===== src/rtl/ata_pio_pkg.sv =====
package ata_pio_pkg;
  localparam int DA_W        = 3;
  localparam int ADDR_W      = 4;
  localparam logic [ADDR_W-1:0] DATA_REG_ADDR = 4'h8;
  localparam logic [ADDR_W-1:0] DRVHEAD_ADDR  = 4'hE;
  localparam int DEV_SEL_BIT = 4;

  typedef enum logic [2:0] {
    PH_IDLE,
    PH_SETUP,
    PH_STROBE,
    PH_HOLD,
    PH_RECOV
  } phase_e;
endpackage


===== src/rtl/ata_iordy_sync.sv =====
module ata_iordy_sync #(
  parameter int STAGES = 2
) (
  input  logic clk_i,
  input  logic rst_ni,
  input  logic async_i,
  output logic sync_o
);
  logic [STAGES-1:0] sr_q;

  always_ff @(posedge clk_i or negedge rst_ni) begin
    if (!rst_ni) sr_q <= '1;
    else         sr_q <= {sr_q[STAGES-2:0], async_i};
  end

  assign sync_o = sr_q[STAGES-1];
endmodule


===== src/rtl/ata_tset_sel.sv =====
module ata_tset_sel
  import ata_pio_pkg::*;
#(
  parameter int NSETS  = 3,
  parameter int CNT_W  = 8,
  parameter int DATA_W = 16
) (
  input  logic                        clk_i,
  input  logic                        rst_ni,
  input  logic                        accept_i,
  input  logic                        we_i,
  input  logic [ADDR_W-1:0]           addr_i,
  input  logic [DATA_W-1:0]           wdata_i,
  input  logic [NSETS-1:0][CNT_W-1:0] t1_i,
  input  logic [NSETS-1:0][CNT_W-1:0] t2_i,
  input  logic [NSETS-1:0][CNT_W-1:0] t4_i,
  input  logic [NSETS-1:0][CNT_W-1:0] teoc_i,
  input  logic [NSETS-1:0]            iordy_en_i,
  output logic [CNT_W-1:0]            n1_o,
  output logic [CNT_W-1:0]            n2_o,
  output logic [CNT_W-1:0]            n4_o,
  output logic [CNT_W-1:0]            ne_o,
  output logic                        iordy_en_o
);
  localparam int SEL_W = (NSETS > 1) ? $clog2(NSETS) : 1;

  logic [NSETS-1:0][CNT_W-1:0] c1, c2, c4, ce;
  logic                        dev_q;
  logic [SEL_W-1:0]            idx;

  // zero counts are stretched to one clock
  for (genvar g = 0; g < NSETS; g++) begin : g_clamp
    assign c1[g] = (t1_i[g]   == '0) ? CNT_W'(1) : t1_i[g];
    assign c2[g] = (t2_i[g]   == '0) ? CNT_W'(1) : t2_i[g];
    assign c4[g] = (t4_i[g]   == '0) ? CNT_W'(1) : t4_i[g];
    assign ce[g] = (teoc_i[g] == '0) ? CNT_W'(1) : teoc_i[g];
  end

  always_ff @(posedge clk_i or negedge rst_ni) begin
    if (!rst_ni) dev_q <= 1'b0;
    else if (accept_i && we_i && addr_i == DRVHEAD_ADDR) dev_q <= wdata_i[DEV_SEL_BIT];
  end

  always_comb begin
    if (addr_i == DATA_REG_ADDR) idx = SEL_W'(1) + SEL_W'(dev_q);
    else                         idx = '0;
  end

  assign n1_o       = c1[idx];
  assign n2_o       = c2[idx];
  assign n4_o       = c4[idx];
  assign ne_o       = ce[idx];
  assign iordy_en_o = iordy_en_i[idx];
endmodule


===== src/rtl/ata_pio_seq.sv =====
module ata_pio_seq
  import ata_pio_pkg::*;
#(
  parameter int CNT_W  = 8,
  parameter int DATA_W = 16
) (
  input  logic              clk_i,
  input  logic              rst_ni,
  input  logic              req_i,
  input  logic              we_i,
  input  logic [ADDR_W-1:0] addr_i,
  input  logic [DATA_W-1:0] wdata_i,
  input  logic [CNT_W-1:0]  n1_i,
  input  logic [CNT_W-1:0]  n2_i,
  input  logic [CNT_W-1:0]  n4_i,
  input  logic [CNT_W-1:0]  ne_i,
  input  logic              iordy_en_i,
  input  logic              iordy_s_i,
  input  logic [DATA_W-1:0] dd_i,
  output logic              accept_o,
  output logic [DATA_W-1:0] dd_o,
  output logic              dd_oe_o,
  output logic [DA_W-1:0]   da_o,
  output logic              cs0_no,
  output logic              cs1_no,
  output logic              dior_no,
  output logic              diow_no,
  output logic [DATA_W-1:0] rdata_o,
  output logic              ack_o
);
  phase_e              state_q;
  logic [CNT_W-1:0]    cnt_q, n2_q, n4_q, ne_q;
  logic                we_q, ien_q, ack_q;
  logic [ADDR_W-1:0]   addr_q;
  logic [DATA_W-1:0]   wdata_q, rdata_q;
  logic                cnt_done, active;

  assign accept_o = req_i && (state_q == PH_IDLE);
  assign cnt_done = (cnt_q == '0);

  always_ff @(posedge clk_i or negedge rst_ni) begin
    if (!rst_ni) begin
      state_q <= PH_IDLE;
      cnt_q   <= '0;
      n2_q    <= '0;
      n4_q    <= '0;
      ne_q    <= '0;
      we_q    <= 1'b0;
      ien_q   <= 1'b0;
      addr_q  <= '0;
      wdata_q <= '0;
      rdata_q <= '0;
      ack_q   <= 1'b0;
    end else begin
      ack_q <= 1'b0;
      unique case (state_q)
        PH_IDLE: if (accept_o) begin
          we_q    <= we_i;
          addr_q  <= addr_i;
          wdata_q <= wdata_i;
          n2_q    <= n2_i;
          n4_q    <= n4_i;
          ne_q    <= ne_i;
          ien_q   <= iordy_en_i;
          cnt_q   <= n1_i - CNT_W'(1);
          state_q <= PH_SETUP;
        end
        PH_SETUP: if (cnt_done) begin
          cnt_q   <= n2_q - CNT_W'(1);
          state_q <= PH_STROBE;
        end else cnt_q <= cnt_q - CNT_W'(1);
        PH_STROBE: if (!cnt_done) cnt_q <= cnt_q - CNT_W'(1);
        else if (!ien_q || iordy_s_i) begin
          if (!we_q) rdata_q <= dd_i;
          cnt_q   <= n4_q - CNT_W'(1);
          state_q <= PH_HOLD;
        end
        PH_HOLD: if (cnt_done) begin
          cnt_q   <= ne_q - CNT_W'(1);
          state_q <= PH_RECOV;
        end else cnt_q <= cnt_q - CNT_W'(1);
        PH_RECOV: if (cnt_done) begin
          ack_q   <= 1'b1;
          state_q <= PH_IDLE;
        end else cnt_q <= cnt_q - CNT_W'(1);
        default: state_q <= PH_IDLE;
      endcase
    end
  end

  assign active  = (state_q == PH_SETUP) || (state_q == PH_STROBE) || (state_q == PH_HOLD);
  assign cs0_no  = !(active && addr_q[3]);
  assign cs1_no  = !(active && !addr_q[3]);
  assign da_o    = active ? addr_q[DA_W-1:0] : '0;
  assign dior_no = !(state_q == PH_STROBE && !we_q);
  assign diow_no = !(state_q == PH_STROBE && we_q);
  assign dd_oe_o = active && we_q;
  assign dd_o    = wdata_q;
  assign rdata_o = rdata_q;
  assign ack_o   = ack_q;
endmodule


===== src/rtl/ata_pio_engine.sv =====
module ata_pio_engine
  import ata_pio_pkg::*;
#(
  parameter int NSETS  = 3,
  parameter int CNT_W  = 8,
  parameter int DATA_W = 16
) (
  input  logic                        clk_i,
  input  logic                        rst_ni,
  input  logic                        req_i,
  input  logic                        we_i,
  input  logic [ADDR_W-1:0]           addr_i,
  input  logic [DATA_W-1:0]           wdata_i,
  input  logic [NSETS-1:0][CNT_W-1:0] t1_i,
  input  logic [NSETS-1:0][CNT_W-1:0] t2_i,
  input  logic [NSETS-1:0][CNT_W-1:0] t4_i,
  input  logic [NSETS-1:0][CNT_W-1:0] teoc_i,
  input  logic [NSETS-1:0]            iordy_en_i,
  input  logic                        iordy_i,
  input  logic [DATA_W-1:0]           dd_i,
  output logic [DATA_W-1:0]           dd_o,
  output logic                        dd_oe_o,
  output logic [DA_W-1:0]             da_o,
  output logic                        cs0_no,
  output logic                        cs1_no,
  output logic                        dior_no,
  output logic                        diow_no,
  output logic [DATA_W-1:0]           rdata_o,
  output logic                        ack_o
);
  logic [CNT_W-1:0] n1, n2, n4, ne;
  logic             ien, iordy_s, accept;

  ata_iordy_sync #(.STAGES(2)) i_sync (
    .clk_i, .rst_ni, .async_i(iordy_i), .sync_o(iordy_s)
  );

  ata_tset_sel #(.NSETS(NSETS), .CNT_W(CNT_W), .DATA_W(DATA_W)) i_sel (
    .clk_i, .rst_ni, .accept_i(accept), .we_i, .addr_i, .wdata_i,
    .t1_i, .t2_i, .t4_i, .teoc_i, .iordy_en_i,
    .n1_o(n1), .n2_o(n2), .n4_o(n4), .ne_o(ne), .iordy_en_o(ien)
  );

  ata_pio_seq #(.CNT_W(CNT_W), .DATA_W(DATA_W)) i_seq (
    .clk_i, .rst_ni, .req_i, .we_i, .addr_i, .wdata_i,
    .n1_i(n1), .n2_i(n2), .n4_i(n4), .ne_i(ne),
    .iordy_en_i(ien), .iordy_s_i(iordy_s), .dd_i,
    .accept_o(accept), .dd_o, .dd_oe_o, .da_o, .cs0_no, .cs1_no,
    .dior_no, .diow_no, .rdata_o, .ack_o
  );
endmodule


===== config.mk =====
export PLATFORM = sky130hd
export DESIGN_NAME = ata_pio_engine
export DESIGN_NICKNAME = d
export VERILOG_FILES = /design/src/rtl/ata_pio_pkg.sv /design/src/rtl/ata_iordy_sync.sv /design/src/rtl/ata_tset_sel.sv /design/src/rtl/ata_pio_seq.sv /design/src/rtl/ata_pio_engine.sv
export SDC_FILE = /design/constraint.sdc
export NUM_CORES = 1
export LEC_CHECK = 0
export ABC_CLOCK_PERIOD_IN_PS = 6600
export BUFFER_PORTS_ARGS = -buffer_cell sky130_fd_sc_hd__buf_2
export CORE_ASPECT_RATIO = 1.4
export CORE_MARGIN = 1
export CORE_UTILIZATION = 54
export CTS_CLUSTER_SIZE = 24
export DETAILED_ROUTE_END_ITERATION = 6
export PLACE_DENSITY = 0.86
export SLEW_MARGIN = 20
export SYNTH_ARGS = -nofsm -noshare
export SYNTH_HDL_FRONTEND = slang
export SYNTH_SLANG_ARGS = --single-unit

===== constraint.sdc =====
create_clock -name clk_i -period 6.6 [get_ports clk_i]
set_input_delay 1.32 -clock clk_i [delete_from_list [all_inputs] [get_ports clk_i]]
set_output_delay 1.32 -clock clk_i [all_outputs]
set_load 0.005 [all_outputs]

==> results of run 1 <==
routing by layer:
layer	GRT usage	vias to the layer above
met5	0	-
met4	0.102	0
met3	0.0345	19
met2	0.530	181
met1	0.314	2241
li1	-	2311
final cells by class:
type                            instances  area, sq um  share of cell area
Multi-Input combinational cell        425         2840               0.454
Sequential cell                        77         1930               0.309
Timing Repair Buffer                  185          941               0.151
Clock buffer                           10          239              0.0383
Tap cell                              105          131              0.0211
Clock inverter                          5          108              0.0172
Inverter                               15         56.3             0.00902
kinds of logic (layout without fill, tap and decap cells):
logic type               Yosys count  after routing  synth area share
buffers and inverters             44            215            0.0370
AND/OR/NAND/NOR                  191            191             0.194
multiplexers                      74             74             0.160
adder cells (fa/ha/maj)            6              6            0.0152
flip-flops                        77             77             0.390
AO/OA/AOI/OAI                    129            129             0.159
XOR/XNOR                          25             25            0.0443
cells in the mapped netlist, drive strengths merged, types with 10 or more instances:
cell type	instances
a21oi	50
clkbuf	20
dfrtp	75
inv	15
mux2	41
mux2i	33
nand2	49
nor2	48
nor3	29
nor4	15
o21ai	34
xnor2	15
xor2	10
metrics by stage:
step | setup slack [ns] | hold slack (ns) | power (W) | area [sq um] | utilization
detailed placement | 2.79 | 0.352 | 0.00152 | 5890 | 0.677
global placement | 2.86 | 0.349 | 0.00148 | 5890 | 0.677
finish | 3.03 | 0.355 | 0.00211 | 6240 | 0.717
global route | 2.88 | 0.364 | 0.00223 | 6240 | 0.717
CTS | 3.08 | 0.356 | 0.00211 | 6240 | 0.717
floorplan | 3.12 | 0.345 | 0.00125 | 4940 | -
how the worst min path moves through the flow:
stage | startpoint | end | slack, ns
3_3_place_gp | i_sync.sr_q[0] | i_sync.sr_q[1] | 0.35
2_1_floorplan | i_sync.sr_q[0] | i_sync.sr_q[1] | 0.35
6_report | i_sync.sr_q[0] | i_sync.sr_q[1] | 0.36
3_5_place_dp | i_sync.sr_q[0] | i_sync.sr_q[1] | 0.35
5_1_grt | i_sync.sr_q[0] | i_sync.sr_q[1] | 0.36
4_1_cts | i_sync.sr_q[0] | i_sync.sr_q[1] | 0.36
power by group:
group | switching, W | leakage [nW] | internal, W
logic | 0.000371 | 1.76 | 0.000376
registers | 0.000160 | 0.947 | 0.000630
clock network | 0.000192 | 0.169 | 0.000379
sequential cells by signal, summed over array words and instances (netlist names), 2 cells and up:
register,cells
i_seq.n4_q,8
i_seq.n2_q,8
i_seq.addr_q,4
i_seq.rdata_o,16
i_seq.dd_o,16
i_seq.cnt_q,8
i_seq.ne_q,8
i_sync.sr_q,2
i_seq.state_q,3
critical path: cells and delay by family, from the launching register on:
family	cells	cell delay, ns
buffers and inverters	1	0.12
DFF	1	0.70
and+or+nand+nor	3	1.09
==> results.txt, run 1 <==
The flow ran to the end, and the final reports show no timing, DRC or antenna violations. The post-synthesis to final-layout area growth came out at 26.3%. The clock drives between 70 and 80 sinks. The endpoint of the worst-slack reg-to-reg timing path is i_seq.cnt_q[2]. The area of the mapped netlist came out at approximately 0.0049 sq mm. The instance count along the most critical hold path came out at 0. The final count of pins violating max slew came out at 0. The library cell used most frequently in the layout, excluding fill and tap cells, is sky130_fd_sc_hd__buf_2.

The worst-skew pair later-pin latency came out at ~0.33 ns. For the pin with the worst max-slew slack, the measured transition is 0.957 ns. The number of fillers in the final layout is between 600 and 700. After detailed routing, the average wire length per cell comes to roughly 16 um. In the detailed route, the total length drawn on met2 is about 7300 um. The wire length of the first global-routing pass came out at around 21,000 um. The worst reg-to-reg setup slack came out at about 4.1 ns.

The clock passes through at most 2 buffers. The CTS buffer count came out at 9. The pre-antenna-repair detailed-routing pass consisted of 4 iterations. The critical path is of the reg -> out type. The y dimension of the die is between 100 and 150 um. The launching element of the worst setup path is i_seq.state_q[1]. By instance count, the cell type seen most on the critical path is sky130_fd_sc_hd__nor2_1. Among all flip-flop cells after synthesis, the most frequent one is sky130_fd_sc_hd__dfrtp_1. The biggest area contributor in the post-synthesis netlist is sky130_fd_sc_hd__dfrtp_1. TritonCTS built the clock tree. The post-synthesis cell count came out at roughly 550. The number of routed nets with antenna violations came out at 0. The data arrival time of the critical path came out at 2.25 ns. Among all stages on the critical path, the largest delay is contributed by sky130_fd_sc_hd__dfrtp_1. For this design the ratio of total power to cell area is ~340 mW/mm^2. After clock tree synthesis, the clock-pin slew on the worst setup and hold paths is roughly 0.060 ns. The number of cells traversed by the worst register-to-register path came out at 6. The final setup violation count is 0.

The number of design rule violations left after detail routing came out at 0. The met1 layer wirelength in the final routing is about 5000 um. The total via count after detailed routing is roughly 4,800. The setup TNS after final layout is 0 ns. The startpoint of the worst-slack reg-to-reg timing path is i_seq.cnt_q[4]. The total overflow reported by the global router came out at 0.

The net count of the finished layout is roughly 860. The worst slew slack as a fraction of its limit is 0.362. In the layout the commonest cells are 179 x sky130_fd_sc_hd__buf_2, 74 x sky130_fd_sc_hd__dfrtp_1, 50 x sky130_fd_sc_hd__a21oi_1. The maximum number of pins on one net before global-route repair came out at 78.

Setup repair after global routing left no endpoint under its margin. The CTS H-tree depth came out at 3. The worst setup path is launched from a flop. The max capacitance violation total is 0. The overall die width is 82.8 um.

The number of placed instances, taps included came out at ~810. At the worst endpoint, the required time is 5.28 ns. The fraction of post-synthesis cell area in the top cell type by area is 0.380. The fraction of synthesis flops using an asynchronous set or reset pin is 1.00. The total routed wirelength came out at about 13,000 um.

The most critical setup path has its endpoint at da_o[0]. The critical path goes through nor2_1 -> nor2_1 -> and2_1 -> buf_2. The final antenna diode count is 0.

The final number of hold-violating endpoints was 0. The vias per cell came out at between 5 and 6. The highest metal layer used by the detailed router is met4. The path class of the tightest hold or removal check is reg -> reg.

After the flow finishes, the layout carries non-filler instances totaling between 800 and 900. The number of nets handed over by synthesis was 692. The number of global-route vias before repair is 4,659.

The share of layout cells above drive strength 1 is 0.356. The synthesized flop and latch total came out at between 70 and 80. The largest single stage delay on the critical path is 0.70 ns. Buffers placed on the I/O ports in this run total 180. For the final database, setup skew stands at 0.00659 ns. The final weighted congestion of routability-driven global placement is between 0.8 and 0.9.

The number of resized instances in the post-cts repair step is 0. The count of cell types in the netlist came out at 58. The count of hold-fix buffers inserted at cts came out at 0. The initial core utilization came out at 0.567. The combined global-route utilization of all metal layers is 0.277. The average cell area after synthesis came out at approximately 9 sq um.

The number of post-CTS setup repair buffers came out at 0. After floorplanning, the core was sized to cover approximately 0.0087 sq mm. The initial antenna violation count came out at 0. The count of standard-cell rows came out at 40.

The floorplan die area came out at around 0.0095 sq mm. The highest ir drop seen on vdd came out at between 200 and 250 uV. Of all nets on the critical path, the largest fanout is 18.

The worst setup path is captured at an output pin. The maximum clock rate came out at about 280 MHz. The number of top-level design ports is 181. The time the final worst path needs with I/O delays and setup is about 3.6 ns.

Detailed routing placed a total of approximately 700 um of wire on met3. Yosys mapped a number of flops with a built-in enable equal to 0. The final period utilization came out at 0.540. After synthesis, the cell types taking the most area are sky130_fd_sc_hd__dfrtp_1 38%, sky130_fd_sc_hd__mux2_2 9.3%, sky130_fd_sc_hd__mux2i_1 6.7%. In this run the static leakage power is approximately 2.9 nW.

The sequential fraction of the synthesis area came out at 0.390. The HPWL after detailed placement is between 9000 and 10,000 um. The cell sitting at the root of the clock tree is a sky130_fd_sc_hd__clkbuf_16. The yosys synthesis warning count is 0. The number of DRC markers after the initial detailed-route iteration came out at 300.
Note: power is estimated with default switching activity, not from simulation.
==> run 2, diff against run 1 <==
ABC_CLOCK_PERIOD_IN_PS = 3400   (was 6600)
CORE_UTILIZATION = 50   (was 54)
PLACE_DENSITY = 0.81   (was 0.86)
clock period = 3.4 ns   (was 6.6 ns; I/O delays follow)
==> results.txt, run 2 (synthesized netlist as in run 1, its figures left out) <==
The total via count after detailed routing came out at 4,728 (was 4,752). The count of standard-cell rows is 42 (was 40). The clock edge transition at the registers on the reported setup and hold paths was 0.06 ns (about the same). Top library cells by usage in the layout, fill and taps aside: 179 x sky130_fd_sc_hd__buf_2, 74 x sky130_fd_sc_hd__dfrtp_1, 50 x sky130_fd_sc_hd__a21oi_1 (unchanged). The cell repeated most along the worst path was sky130_fd_sc_hd__nor2_1 (unchanged). The final number of hold-violating endpoints is 0 (unchanged). The kind of cell with the highest combined delay on the critical path is simple AND/OR/NAND/NOR gates (unchanged).

The type of the tightest min-delay check was reg -> reg (unchanged). The number of design rule violations left after detail routing came to 0 (unchanged). The most common cell after layout, fill and taps aside is sky130_fd_sc_hd__buf_2 (unchanged). The critical path start-end classification is reg -> out (unchanged). The count of hold-fix buffers inserted at cts is 0 (unchanged). The library cell used as clock root buffer is sky130_fd_sc_hd__clkbuf_16 (unchanged). The post-place instance area was 0.00594 sq mm (was 0.00589 sq mm). Setup repair after global routing missed its margin: false (unchanged). The wire length per cell after detailed routing came to 15.1 um (was 16.1 um). The number of top-level design ports was 181 (unchanged). The required arrival time at the worst endpoint came out at 2.72 ns (was 5.28 ns). The number of routed nets with antenna violations came to 0 (unchanged). The maximum clock rate is ~350 MHz.

The met2 layer wire length in the routed design is 7210 um (was 7350 um). The data arrival time of the critical path came out at 2.19 ns (was 2.25 ns). The number of buffer and inverter stages on the critical path is 1 (unchanged). The launching element type of the critical path is a flop (unchanged). The number of post-CTS setup repair buffers came out at 0 (unchanged).

The library cell contributing the largest single delay on the critical path is sky130_fd_sc_hd__dfrtp_1 (unchanged). After layout, the minimum clock period comes to 2.87 ns. The net count of the finished layout was 861 (was 859). The total overflow reported by the global router came to 0 (unchanged). The number of global-route vias before repair came out at 4,609 (was 4,659). The HPWL after detailed placement came out at 10,000 um (was 9960 um).

The worst reg-to-reg setup slack is 0.87 ns (was 4.05 ns). The initial core utilization is 0.519 (was 0.567). The total routed wirelength is 12,800 um (was 13,300 um). The vias per cell is 5.55 (was 5.78).

The initial antenna violation count came out at 0 (unchanged). The met1 layer wirelength in the final routing is 4760 um (was 4960 um). The final period utilization came out at 0.844.

The floorplan die area came to 0.0103 sq mm (was 0.00954 sq mm). The highest ir drop seen on vdd is 274 uV (was 208 uV). The number of DRC markers after the initial detailed-route iteration is 206 (was 300). The number of fillers in the final layout is 775 (was 680). The max capacitance violation total is 0 (unchanged). The startpoint of the worst-slack reg-to-reg timing path is i_seq.cnt_q[4] (unchanged). The final instance area is 0.00623 sq mm (was 0.00624 sq mm). The amount of wire on met3 after detailed routing is 530 um (was 699 um). The startpoint of the most critical hold path is i_sync.sr_q[0] (unchanged). The maximum clock skew at final layout came out at 0.00786 ns (was 0.00659 ns). The worst-skew pair later-pin latency is 0.34 ns (was 0.33 ns). The final weighted congestion of routability-driven global placement is 0.891 (was 0.873).

The post-synthesis to final-layout area growth is 26.1% (was 26.3%). The combined global-route utilization of all metal layers is 0.258 (was 0.277). The peak per-stage delay on the critical path is 0.72 ns (was 0.70 ns).

The instance count along the most critical hold path was 0 (unchanged). The highest metal layer used by the detailed router is met4 (unchanged). The transition time at the pin with the least slew margin was 0.932 ns (was 0.957 ns). The number of cells traversed by the worst register-to-register path was 6 (unchanged). The launching element of the worst setup path was i_seq.state_q[1] (unchanged). The TritonCTS clock tree was done (unchanged). The setup TNS after final layout came out at 0 ns (unchanged). The largest fanout on the critical path came out at 18 (unchanged). The wire length of the first global-routing pass is 21,000 um (was 21,400 um). The final setup violation count is 0 (unchanged). The final antenna diode count came out at 0 (unchanged). Result of the run: finished clean (unchanged). The nature of the critical path endpoint is an output pin (unchanged).

The share of layout cells above drive strength 1 is 0.358 (was 0.356). The number of resized instances in the post-cts repair step is 0 (unchanged). The number of buffers inserted by port buffering is 180 (unchanged). Cell breakdown of the critical path: nor2_1 -> nor2_1 -> and2_1 -> buf_2 (unchanged). The maximum number of buffers from clock root to sink came out at 2 (unchanged).

The worst slew slack as a fraction of its limit is 0.379 (was 0.362). The CTS H-tree depth came out at 3 (unchanged). The leakage component of the power came out at 2.85 nW (was 2.87 nW).

The y dimension of the die is 120 um (was 115 um). The overall die width is 86.0 um (was 82.8 um). The total number of cells along the worst setup path is 4 (unchanged). The overall power is 0.00387 W (was 0.00211 W). The number of detailed-route iterations in the first pass was 6 (was 4). The final count of pins violating max slew is 0 (unchanged). The core outline area is 0.00951 sq mm (was 0.00871 sq mm). The smallest hold slack came out at 0.354 ns (was 0.355 ns).

The power density normalized to cell area came to 621 mW/mm^2 (was 338 mW/mm^2). The CTS buffer count came out at 9 (unchanged). The maximum number of pins on one net before global-route repair came out at 78 (unchanged). The number of sinks on the clock net came out at 77 (unchanged).
-- run 2: worst register-to-register path: stages (launching register included) --
cell	delay [ns]
sky130_fd_sc_hd__dfrtp_1	0.41
sky130_fd_sc_hd__or4_4	0.58
sky130_fd_sc_hd__or3b_4	0.49
sky130_fd_sc_hd__or3_4	0.43
sky130_fd_sc_hd__o311ai_4	0.20
sky130_fd_sc_hd__nor2_1	0.11
sky130_fd_sc_hd__o32a_1	0.19
-- run 2: area by class of cell --
class	count	area, sq um	area share
clock inverters	7	60.1	0.00964
multi-input cells	425	2840	0.455
inverters	15	56.3	0.00904
repair buffers	187	956	0.153
clock buffers	9	225	0.0362
flip-flops and latches	77	1930	0.310
well taps	132	165	0.0265
-- run 2: worst paths after layout --
| kind | end |
|---|---|
| max in group asynchronous | i_sel.dev_q |
| min | i_sync.sr_q[1] |
| min reg2reg | i_sync.sr_q[1] |
| max reg2reg | i_seq.cnt_q[2] |
| min in group asynchronous | i_seq.dd_o[12] |
| max | da_o[1] |
-- run 2: stage by stage --
stage | instances | setup WS, ns | util
floorplan | 546 | 0.564 | -
global placement | 836 | 0.561 | 0.625
detailed placement | 836 | 0.504 | 0.625
CTS | 852 | 0.560 | 0.655
global route | 852 | 0.330 | 0.655
finish | 852 | 0.531 | 0.655
-- run 2: power breakdown --
group	switching, W	total (W)	internal [W]
Sequential	0.000304	0.00153	0.00122
Clock	0.000397	0.000902	0.000505
Combinational	0.000711	0.00144	0.000727
-- run 2: layer usage --
metal / track usage / vias up
li1: - / 2317
met1: 0.282 / 2217
met2: 0.494 / 168
met3: 0.0351 / 26
met4: 0.0938 / 0
met5: 0 / -
